--- src/rtl/shuffleMergePkg.sv ---
package shuffleMergePkg;
  // Strobes from the control path to the datapath
  typedef struct packed {
    logic load;  // capture the two input lists into the bank
    logic step;  // apply one shuffle plus compare-exchange pass
  } mergeStrobes_t;
endpackage

--- src/rtl/cmpExch.sv ---
module cmpExch #(
  parameter int KEY_W = 8
) (
  input  logic [KEY_W-1:0] keyA,
  input  logic [KEY_W-1:0] keyB,
  output logic [KEY_W-1:0] keyLo,
  output logic [KEY_W-1:0] keyHi
);
  logic swapNeeded;
  assign swapNeeded = keyA > keyB;
  assign keyLo = swapNeeded ? keyB : keyA;
  assign keyHi = swapNeeded ? keyA : keyB;
endmodule

--- src/rtl/mergeCtrl.sv ---
module mergeCtrl
  import shuffleMergePkg::*;
#(
  parameter int STAGES = 4
) (
  input  logic          clk,
  input  logic          rst_n,
  input  logic          start,
  output mergeStrobes_t strobes,
  output logic          done
);
  localparam int CNT_W = (STAGES < 2) ? 1 : $clog2(STAGES + 1);
  localparam logic [CNT_W-1:0] LAST_PASS = CNT_W'(STAGES - 1);

  logic             busy;
  logic [CNT_W-1:0] passCnt;
  logic             finalPass;

  assign strobes.load = start && !busy;
  assign strobes.step = busy;
  assign finalPass    = busy && (passCnt == LAST_PASS);

  always_ff @(posedge clk or negedge rst_n) begin
    if (!rst_n) begin
      busy    <= 1'b0;
      passCnt <= '0;
      done    <= 1'b0;
    end else begin
      done <= finalPass;
      if (strobes.load) begin
        busy    <= 1'b1;
        passCnt <= '0;
      end else if (busy) begin
        if (finalPass) begin
          busy    <= 1'b0;
          passCnt <= '0;
        end else begin
          passCnt <= passCnt + CNT_W'(1);
        end
      end
    end
  end

  // done is a single-cycle pulse
  p_done_single_r6: assert property (@(posedge clk) disable iff (!rst_n)
    done |=> !done);

  // done follows the final pass of a running merge
  p_done_after_last_r5: assert property (@(posedge clk) disable iff (!rst_n)
    done |-> ($past(busy) && $past(passCnt) == LAST_PASS));

  // a start during a merge neither restarts nor stalls the pass count
  p_ignore_start_r7: assert property (@(posedge clk) disable iff (!rst_n)
    (start && busy && passCnt != LAST_PASS) |=> (busy && passCnt == $past(passCnt) + CNT_W'(1)));
endmodule

--- src/rtl/mergeDatapath.sv ---
module mergeDatapath
  import shuffleMergePkg::*;
#(
  parameter int KEY_W  = 8,
  parameter int HALF_N = 8
) (
  input  logic                       clk,
  input  logic                       rst_n,
  input  mergeStrobes_t              strobes,
  input  logic [HALF_N*KEY_W-1:0]    listAsc,
  input  logic [HALF_N*KEY_W-1:0]    listDesc,
  output logic [2*HALF_N*KEY_W-1:0]  merged
);
  localparam int TOTAL = 2 * HALF_N;
  localparam int SUM_W = KEY_W + $clog2(TOTAL) + 1;

  logic [KEY_W-1:0] bank      [TOTAL];
  logic [KEY_W-1:0] shuffled  [TOTAL];
  logic [KEY_W-1:0] exchanged [TOTAL];

  // Perfect shuffle: lower half goes to even wires, upper half to odd wires,
  // then one fixed compare-exchange per adjacent pair.
  for (genvar i = 0; i < HALF_N; i++) begin : g_pair
    assign shuffled[2*i]   = bank[i];
    assign shuffled[2*i+1] = bank[i+HALF_N];
    cmpExch #(.KEY_W(KEY_W)) u_cmpExch (
      .keyA (shuffled[2*i]),
      .keyB (shuffled[2*i+1]),
      .keyLo(exchanged[2*i]),
      .keyHi(exchanged[2*i+1])
    );
  end

  for (genvar i = 0; i < TOTAL; i++) begin : g_out
    assign merged[i*KEY_W +: KEY_W] = bank[i];
  end

  always_ff @(posedge clk or negedge rst_n) begin
    if (!rst_n) begin
      for (int i = 0; i < TOTAL; i++) bank[i] <= '0;
    end else if (strobes.load) begin
      for (int i = 0; i < HALF_N; i++) begin
        bank[i]          <= listAsc[i*KEY_W +: KEY_W];
        bank[i + HALF_N] <= listDesc[i*KEY_W +: KEY_W];
      end
    end else if (strobes.step) begin
      for (int i = 0; i < TOTAL; i++) bank[i] <= exchanged[i];
    end
  end

  logic [SUM_W-1:0] bankSum;
  always_comb begin
    bankSum = '0;
    for (int i = 0; i < TOTAL; i++) bankSum = bankSum + SUM_W'(bank[i]);
  end

  // a pass only moves keys around, so their total is unchanged
  p_sum_kept_r4: assert property (@(posedge clk) disable iff (!rst_n)
    (strobes.step && !strobes.load) |=> (bankSum == $past(bankSum)));

  // with no strobe the bank holds its contents
  p_bank_hold_r9: assert property (@(posedge clk) disable iff (!rst_n)
    (!strobes.step && !strobes.load) |=> $stable(merged));
endmodule

--- src/rtl/bitonicShuffleMerger.sv ---
module bitonicShuffleMerger
  import shuffleMergePkg::*;
#(
  parameter int KEY_W  = 8,
  parameter int HALF_N = 8
) (
  input  logic                       clk,
  input  logic                       rst_n,
  input  logic                       start,
  input  logic [HALF_N*KEY_W-1:0]    listAsc,
  input  logic [HALF_N*KEY_W-1:0]    listDesc,
  output logic [2*HALF_N*KEY_W-1:0]  merged,
  output logic                       done
);
  localparam int TOTAL  = 2 * HALF_N;
  localparam int STAGES = $clog2(TOTAL);

  mergeStrobes_t strobes;

  mergeCtrl #(.STAGES(STAGES)) u_ctrl (
    .clk    (clk),
    .rst_n  (rst_n),
    .start  (start),
    .strobes(strobes),
    .done   (done)
  );

  mergeDatapath #(.KEY_W(KEY_W), .HALF_N(HALF_N)) u_datapath (
    .clk     (clk),
    .rst_n   (rst_n),
    .strobes (strobes),
    .listAsc (listAsc),
    .listDesc(listDesc),
    .merged  (merged)
  );

  logic mergedSorted;
  always_comb begin
    mergedSorted = 1'b1;
    for (int i = 1; i < TOTAL; i++)
      if (merged[(i-1)*KEY_W +: KEY_W] > merged[i*KEY_W +: KEY_W]) mergedSorted = 1'b0;
  end

  // whenever done is raised, the output is ascending
  p_sorted_at_done_r3: assert property (@(posedge clk) disable iff (!rst_n)
    done |-> mergedSorted);
endmodule

--- config.mk ---
export PLATFORM = sky130hd
export DESIGN_NAME = bitonicShuffleMerger
export DESIGN_NICKNAME = d
export VERILOG_FILES = /design/src/rtl/shuffleMergePkg.sv /design/src/rtl/cmpExch.sv /design/src/rtl/mergeCtrl.sv /design/src/rtl/mergeDatapath.sv /design/src/rtl/bitonicShuffleMerger.sv
export SDC_FILE = /design/constraint.sdc
export NUM_CORES = 1
export LEC_CHECK = 0
export ABC_AREA = 0
export CAP_MARGIN = 10
export CELL_PAD_IN_SITES_DETAIL_PLACEMENT = 1
export CELL_PAD_IN_SITES_GLOBAL_PLACEMENT = 1
export CORE_ASPECT_RATIO = 1.5
export CORE_UTILIZATION = 39
export CTS_CLUSTER_SIZE = 12
export DETAILED_ROUTE_END_ITERATION = 8
export GPL_TIMING_DRIVEN = 0
export MAX_ROUTING_LAYER = met4
export PLACE_DENSITY = 0.86
export SETUP_SLACK_MARGIN = 0.4
export SLEW_MARGIN = 10
export SYNTH_ARGS = -nofsm -noshare
export SYNTH_HDL_FRONTEND = slang
export SYNTH_HIERARCHICAL = 1
export SYNTH_SLANG_ARGS = --single-unit
--- constraint.sdc ---
create_clock -name clk -period 2.88 [get_ports clk]
set_input_delay 0.432 -clock clk [delete_from_list [all_inputs] [get_ports clk]]
set_output_delay 0.432 -clock clk [all_outputs]
set_load 0.01 [all_outputs]
Word level (Yosys, flattened, before mapping)
Cells that the tools add are included.
{"block": "op_classes", "addsub": 1, "bitwise": 0, "multipliers": 0, "muxes": 24, "div": 0, "n_lt_le_gt_ge": 8, "eq_ne": 1, "n_reduce_logical": 8, "shift": 0}
{"op": "2-to-1 mux 128 bit", "count": 2}
{"op": "2-to-1 mux 8 bit", "count": 16}
{"op": "> comparator 8 bit", "count": 8}
{"op": "2-to-1 mux 3 bit", "count": 3}
{"op": "nonzero test 2 bit", "count": 3}
{"op": "AND reduction 2 bit", "count": 2}
{"op": "adder 3 x 1 -> 3 bit, second input constant", "count": 1}
{"op": "equality test 3 x 2 -> 1 bit, second input constant", "count": 1}
{"op": "2-to-1 mux 1 bit", "count": 3}
{"op": "logical AND 1 bit", "count": 2}
{"op": "logical NOT 1 bit", "count": 1}
{"block": "word_totals", "ram_bits": 0, "romBits": 0, "in_bits": 131, "mem_count": 0, "latch_bits": 0, "reg_bits": 133}

Logic depth before layout (Yosys ltp)
Gate-level depths: netlist (run 1).
{"block": "logic_depth", "depth_word": 5, "depth_mapped": 10}

By module
Netlist (run 1), hierarchy kept.
{"module": "mergeDatapath", "cells_per_inst": 554, "n_inst": 1, "seq_area_each_um2": 3203.1, "area_each_um2": 5993.2}
{"module": "cmpExch", "cells_per_inst": 44, "n_inst": 8, "seq_area_each_um2": 0.0, "area_each_um2": 476.7}
{"module": "mergeCtrl", "cells_per_inst": 17, "n_inst": 1, "seq_area_each_um2": 125.1, "area_each_um2": 220.2}

Least setup slack after synthesis (run 1)
OpenSTA, ideal clock, no wires.
{"block": "synth_timing", "path_kind": "reg-to-reg", "startpoint": "register u_datapath.bank, in the netlist u_datapath/merged[113]", "endpoint": "register u_datapath.bank, in the netlist u_datapath/merged[100]", "n_path_buf": 1, "t_required_ps": 2748, "path_slack_ps": 764, "stages_incl_launch_ff": 11, "t_arrival_ps": 1983, "period_less_slack_ps": 2116, "cell_sequence": "dfrtp_1 > inv_1 > ha_1 > nor2b_4 > o211ai_2 > a21oi_2 > o22ai_4 > buf_12 > mux2_4 > mux2i_1 > o21ai_1"}
{"item": "from (decl)", "line_no": "mergeDatapath.sv:17", "source": "logic [KEY_W-1:0] bank [TOTAL];"}
{"item": "from (signal, indexed assignment)", "line_no": "mergeDatapath.sv:43", "source": "bank[i] <= listAsc[i*KEY_W +: KEY_W];"}
{"item": "from (signal, indexed assignment)", "line_no": "mergeDatapath.sv:44", "source": "bank[i + HALF_N] <= listDesc[i*KEY_W +: KEY_W];"}

==> results of run 1 <==
==> flip-flops by register name (all words and copies together), names as in the netlist <==
register and count:
u_datapath/merged 128, u_ctrl/passCnt 3, u_ctrl/busy 1, u_ctrl/done 1
==> final timing paths <==
check                                            from                endpoint
max in group asynchronous                       rst_n  u_datapath/merged[105]
worst max register to register  u_datapath/merged[31]   u_datapath/merged[63]
worst max-delay path            u_datapath/merged[31]   u_datapath/merged[63]
worst min register to register      u_ctrl/passCnt[2]             u_ctrl/done
min in group asynchronous                       rst_n   u_datapath/merged[18]
worst min-delay path                u_ctrl/passCnt[2]             u_ctrl/done
==> per-stage QoR <==
step | total power, µW | setup TNS [ns] | util (%) | instances | hold slack [ns]
floorplan | 14440 | 0 | - | 923 | 0.1364
global placement | 18760 | -554.05 | 51.83 | 1510 | 0.4442
detailed placement | 19340 | 0 | 51.94 | 1511 | 0.4514
CTS | 22320 | 0 | 54.85 | 1552 | 0.4620
global route | 23830 | 0 | 55.26 | 1564 | 0.4836
finish | 22680 | 0 | 55.26 | 1564 | 0.4783
==> layer usage <==
metal | vias up | global-route usage, % | share of wire [%]
met5 | - | - | 0
met4 | 0 | 19.80 | 6.2
met3 | 98 | 4.179 | 3.8
met2 | 274 | 52.01 | 52
met1 | 4258 | 31.06 | 38
li1 | 3862 | - | -
==> synthesized netlist by cell type (all sizes together) <==
library cell | instances | area (µm²)
a32o | 1 | 10.01
nand2b | 1 | 13.76
a22o | 1 | 8.760
o22ai | 8 | 160.2
inv | 64 | 240.2
nor2 | 2 | 7.510
o21ai | 136 | 770.7
nor2b | 10 | 125.1
ha | 65 | 813.3
buf | 31 | 480.4
mux2i | 128 | 1281
o211ai | 8 | 100.1
dfrtp | 133 | 3328
a21oi | 32 | 190.2
clkbuf | 20 | 75.07
nand4 | 16 | 150.1
a21o | 1 | 7.510
mux2 | 128 | 1742
and3b | 1 | 8.760
nand2 | 137 | 514.2
==> worst max-delay path: stages (launching register included) <==
cell and delay [ns]:
dfrtp_1 0.50, ha_1 0.39, a21oi_1 0.29, o21ai_4 0.11, o22ai_4 0.23, buf_4 0.21, mux2_2 0.35, mux2i_1 0.14
o21ai_1 0.07
==> repair_timing <==
item / 4_1_cts / 5_1_grt
pin swaps: 4 / 4
hold buffers: 1 / 0
setup endpoints to repair: 36 / 35
resized for setup: 2 / 4
setup buffers: 8 / 12
endpoints found under the hold margin: 4 / 0
==> where the power goes <==
part | switching, µW | internal, µW | leakage, µW
combinational | 7000 | 8720 | 0.00456
clock | 931 | 1460 | 0.000312
sequential | 1720 | 2850 | 0.00164
total | 9650 | 13000 | 0.00651
==> layout make-up <==
cell class / instances / area (µm²)
Buffer: 51 / 555.5
Clock buffer: 17 / 425.4
Clock inverter: 15 / 205.2
Fill cell: 2673 / 11250
Inverter: 64 / 240.2
Multi-Input combinational cell: 675 / 5918
Sequential cell: 133 / 3331
Tap cell: 328 / 410.4
Timing Repair Buffer: 281 / 2806
==> logic make-up after synthesis <==
logic type               Yosys count  share of synthesized area [%]
AO/OA/AOI/OAI                    187                          12.44
flip-flops                       133                          33.19
adder cells (fa/ha/maj)           65                          8.111
buffers and inverters            115                          7.936
AND/OR/NAND/NOR                  167                          8.173
multiplexers                     256                          30.15
==> flow_summary.toml, run 1 <==
[drt]
firstDrtPassIters = 4
drt_iter0_markers = 290
drc = 0
via_per_inst = 5.430
routed_wl_um = 37280
num_vias = 8492
wire_per_inst_um = 23.84
antenna_left = 0

[cts]
clock-root-buffer = "clkbuf_16"
htree_levels = 4
clk_latency_ns = 0.44
clk_pin_slew_worst_paths_ns = 0.06
cts_tree = "done"
cts_sinks = 133
cts_buffer_depth = 2
cts_made_buffers = 17

[synth]
syn_area_mm2 = 0.01003
yosys_warnings = 6
synthCells = 923
synth_cell_types = 31
synth_nets = 1119
ys_seq_area_share_pct = 33.19
postSynthAreaPerCell_um2 = 10.86
ys_seq_elements = 133

[hold_path]
min_path_type = "reg2reg"
hold_depth = 1

[place]
post-dp-hpwl_um = 28370
placed_area_mm2 = 0.01306
post-place-ws_ns = 0.3382
port_buffers = 259
place.gp.congestion = 0.8770

[critical_path]
cp_max_fo = 5
worst-setup-path-type = "reg2reg"
worst-r2r-setup-slack_ns = 0.45
worstPathArrival_ns = 2.74
critical_path.startpoint_type = "flop"
worstSetupEndpointType = "flop"
r2r_cells = 8
required_ns = 3.19

[sta]
fin_crit_sh_pct = 84.35
fin_skew_ns = 0.009505
timing.fmax_ghz = 0.4116
relSlewSlack_pct = 54.14
fin_crit_ns = 2.429
drv_slew = 0
worst_slack_ns = 0.4507
finalHoldViolCount = 0
rsz0062_at_grt = "no"
setup_violations = 0
tightest_slew_ns = 0.6879

[run]
maxCapViolCount = 0

[finish]
layout_common_cells = "258 x clkdlybuf4s50_1, 137 x nand2_1, 131 x dfrtp_1"
stdcell_area_mm2 = 0.01389
layout_commonest_cell = "clkdlybuf4s50_1"
nNetsFinal = 1419
areaGrowthSynthToFinish_pct = 38.55
layout-drive-gt1-share_pct = 21.68
antenna_cells = 0

[power]
power_density_mw_per_mm2 = 1633
ir_drop_mv = 0.6707
leakagePower_uw = 0.006515

[grt]
grt_pass1_wl_um = 56240
grt_max_degree = 75
grt_pass1_vias = 9505
antenna_found_initial = 0
grt_use_total_pct = 29.70
grt_overflow_total = 0

[floorplanning]
num_rows = 71
initial_core_util_pct = 39.88
die-height_um = 198.4
core_area_mm2 = 0.02514
dieArea_mm2 = 0.02637
die_w_um = 132.9
io_pins = 260

[outcome]
status = "completed"
(Power assumes the default switching activity.)
==> inputs of run 2 (changes only) <==
--- a/config.mk
+++ b/config.mk
@@ -10,12 +10,12 @@
 export CELL_PAD_IN_SITES_DETAIL_PLACEMENT = 1
 export CELL_PAD_IN_SITES_GLOBAL_PLACEMENT = 1
 export CORE_ASPECT_RATIO = 1.5
-export CORE_UTILIZATION = 39
+export CORE_UTILIZATION = 35
 export CTS_CLUSTER_SIZE = 12
 export DETAILED_ROUTE_END_ITERATION = 8
 export GPL_TIMING_DRIVEN = 0
 export MAX_ROUTING_LAYER = met4
-export PLACE_DENSITY = 0.86
+export PLACE_DENSITY = 0.82
 export SETUP_SLACK_MARGIN = 0.4
 export SLEW_MARGIN = 10
 export SYNTH_ARGS = -nofsm -noshare
==> constraint.sdc (replaced) <==
create_clock -name clk -period 2 [get_ports clk]
set_input_delay 0.3 -clock clk [delete_from_list [all_inputs] [get_ports clk]]
set_output_delay 0.3 -clock clk [all_outputs]
set_load 0.01 [all_outputs]
==> run 2 against run 1 <==
Compared with the run above: the run now ends with negative setup slack left; via count increased by 16%; non-clock buffer count increased by 165; worst setup slack got worse by 0.80 ns; sequential power increased by 36%; critical path depth increased by 2; hold slack got worse by 0.064 ns; global-route usage increased by 4.4 points; flip-flop and latch count unchanged; combinational power increased by 110%; power increased by 88%; design area increased by 18%; clock power increased by 49%.
==> flow_summary.toml, run 2 (synthesis results as in run 1) <==
[finish]
layout_common_cells = "137 x nand2_1, 129 x clkdlybuf4s50_1, 124 x mux2_4"
areaGrowthSynthToFinish_pct = 63.83
nNetsFinal = 1584
largest_register_ffs = 128
fill_cells = 2888
layout-drive-gt1-share_pct = 46.04
regArea_mm2 = 0.003441
multiInputGateArea_mm2 = 0.006766
antenna_cells = 0
layout_commonest_cell = "nand2_1"

[grt]
antenna_found_initial = 0
grt_overflow_total = 0
grt_max_degree = 76
grt_pass1_wl_um = 70210
grt_pass1_vias = 10936
grt_use_total_pct = 34.14

[power]
combPwrFrac_pct = 77.1
seqPwrFrac_pct = 14.5
ir_drop_mv = 1.130
p_clk_share_pct = 8.4
p_total_uw = 42740
p_sw_uw = 18220
power_density_mw_per_mm2 = 2602
leakagePower_uw = 0.007721
switching_share_pct = 42.64
p_int_uw = 24520

[cts]
clk_latency_ns = 0.44
cts_made_buffers = 17
clock-root-buffer = "clkbuf_16"
cts_buffer_depth = 2
cts_tree = "done"
cts_sinks = 133
clk_pin_slew_worst_paths_ns = 0.06
htree_levels = 4

[hold_path]
min_from = "listAsc[10]"
min_path_type = "in2reg"

[critical_path]
crit_start = "u_datapath/merged[25]"
worst-setup-path-type = "reg2reg"
slowest_stage = "dfrtp_2"
r2r_start = "u_datapath/merged[25]"
worstSetupEndpointType = "flop"
required_ns = 2.27
cp_cell_sequence = "ha_4 -> nor2b_4 -> o211ai_2 -> a21oi_2 -> o22ai_4 -> buf_6 -> buf_12 -> mux2_4 -> mux2i_2 -> o21ai_1"
cp_max_fo = 5
cpLargestDelayFamily = "compound AO/OA/AOI/OAI gates"
worstPathArrival_ns = 2.62
critical_path.startpoint_type = "flop"
cp_num_buf_inv = 2
cpPeakStageDelay_ns = 0.46

[floorplanning]
initial_core_util_pct = 35.74
num_rows = 75
die_w_um = 140.2
core_area_mm2 = 0.02806
dieArea_mm2 = 0.02934
io_pins = 260
die-height_um = 209.3

[sta]
worst_slack_ns = -0.3522
hold_ws_ns = 0.4147
finalHoldViolCount = 0
relSlewSlack_pct = 46.61
drv_slew = 0
timing.fmax_ghz = 0.4251
tightest_slew_ns = 0.8009
rsz0062_at_grt = "yes"
setup_violations = 128
fin_crit_ns = 2.352
fin_crit_sh_pct = 117.6
fin_skew_ns = 0.01318
tns_ns = -30.40

[drt]
topRoutingLayerUsed = "met4"
wire_per_inst_um = 28.96
drt_iter0_markers = 525
via_per_inst = 5.643
drt-met1-wl_um = 18030
drc = 0
firstDrtPassIters = 5
routed_wl_um = 50600
dr_wl_met3_um = 2186
antenna_left = 0
wl_met2_um = 25650
num_vias = 9858

[outcome]
status = "finished with violations"
violations = "negative setup slack"

[place]
post-dp-hpwl_um = 29090
place.gp.congestion = 0.8632
port_buffers = 259

[run]
maxCapViolCount = 0
[run 2: cell types whose count changed in the layout (fill, tap and decap cells not counted), sizes merged, moves of 2 or more]
cell           delta
inv               -2
buf             +187
clkbuf           +22
clkdlybuf4s50   -129
clkdlybuf4s15    +42
clkinv            -4
clkinvlp          +3
dlygate4sd2      +45
[run 2: repair_timing]
action | in CTS | in global routing
gates resized for setup | 471 | 139
setup buffers | 143 | 35
hold endpoints to repair | 74 | 0
pin swaps | 17 | 20
hold buffers | 1 | 0
cloned | 6 | 1
endpoints found under the setup margin | 257 | 175
[run 2: power by group through the flow]
stage	Combinational [µW]	Clock (µW)	Sequential, µW
floorplan	14900	0	6070
global placement	20800	0	6550
detailed placement	21600	0	6600
CTS	28700	3570	6040
global route	34200	3720	6270
finish	33000	3570	6210
[run 2: tightest hold or removal path: stages]
cell	delay, ns
clkdlybuf4s50_1	0.39
nand2_1	0.06
o21ai_1	0.05
[run 2: per-layer routing]
metal | track usage [%] | up-vias
li1 | - | 4195
met1 | 34.34 | 4946
met2 | 59.07 | 514
met3 | 4.837 | 203
met4 | 27.47 | 0
met5 | - | -
[run 2: per-stage QoR]
step	std cells	instance area [µm²]	worst slack (ns)	utilization, %
after floorplan	923	10060	-0.08830	-
after detailed placement	1529	13110	-0.5147	46.73
after CTS	1711	15780	-0.2119	56.25
after global placement	1528	13080	-4.993	46.63
after global routing	1747	16430	-0.4123	58.55
final	1747	16430	-0.3522	58.55
[run 2: area by class of cell]
| type | instances | share of cell area (%) |
|---|---|---|
| clock inverter | 13 | 1.249 |
| sequential | 133 | 20.95 |
| timing repair buffer | 446 | 26.44 |
| clock buffer | 19 | 2.696 |
| tap | 346 | 2.635 |
| inverter | 64 | 1.462 |
| buffer | 51 | 3.382 |
| multi-input combinational | 675 | 41.19 |
[run 2: path summary, 6_finish.rpt]
kind / to / cells after the start / slack (ns)
min in group asynchronous: u_datapath/merged[34] / 2 / 0.50
max in group asynchronous: u_datapath/merged[115] / 3 / 0.68
max reg2reg: u_datapath/merged[54] / 10 / -0.35
min: u_datapath/merged[10] / 3 / 0.41
max: u_datapath/merged[54] / 10 / -0.35
min reg2reg: u_ctrl/done / 1 / 0.45
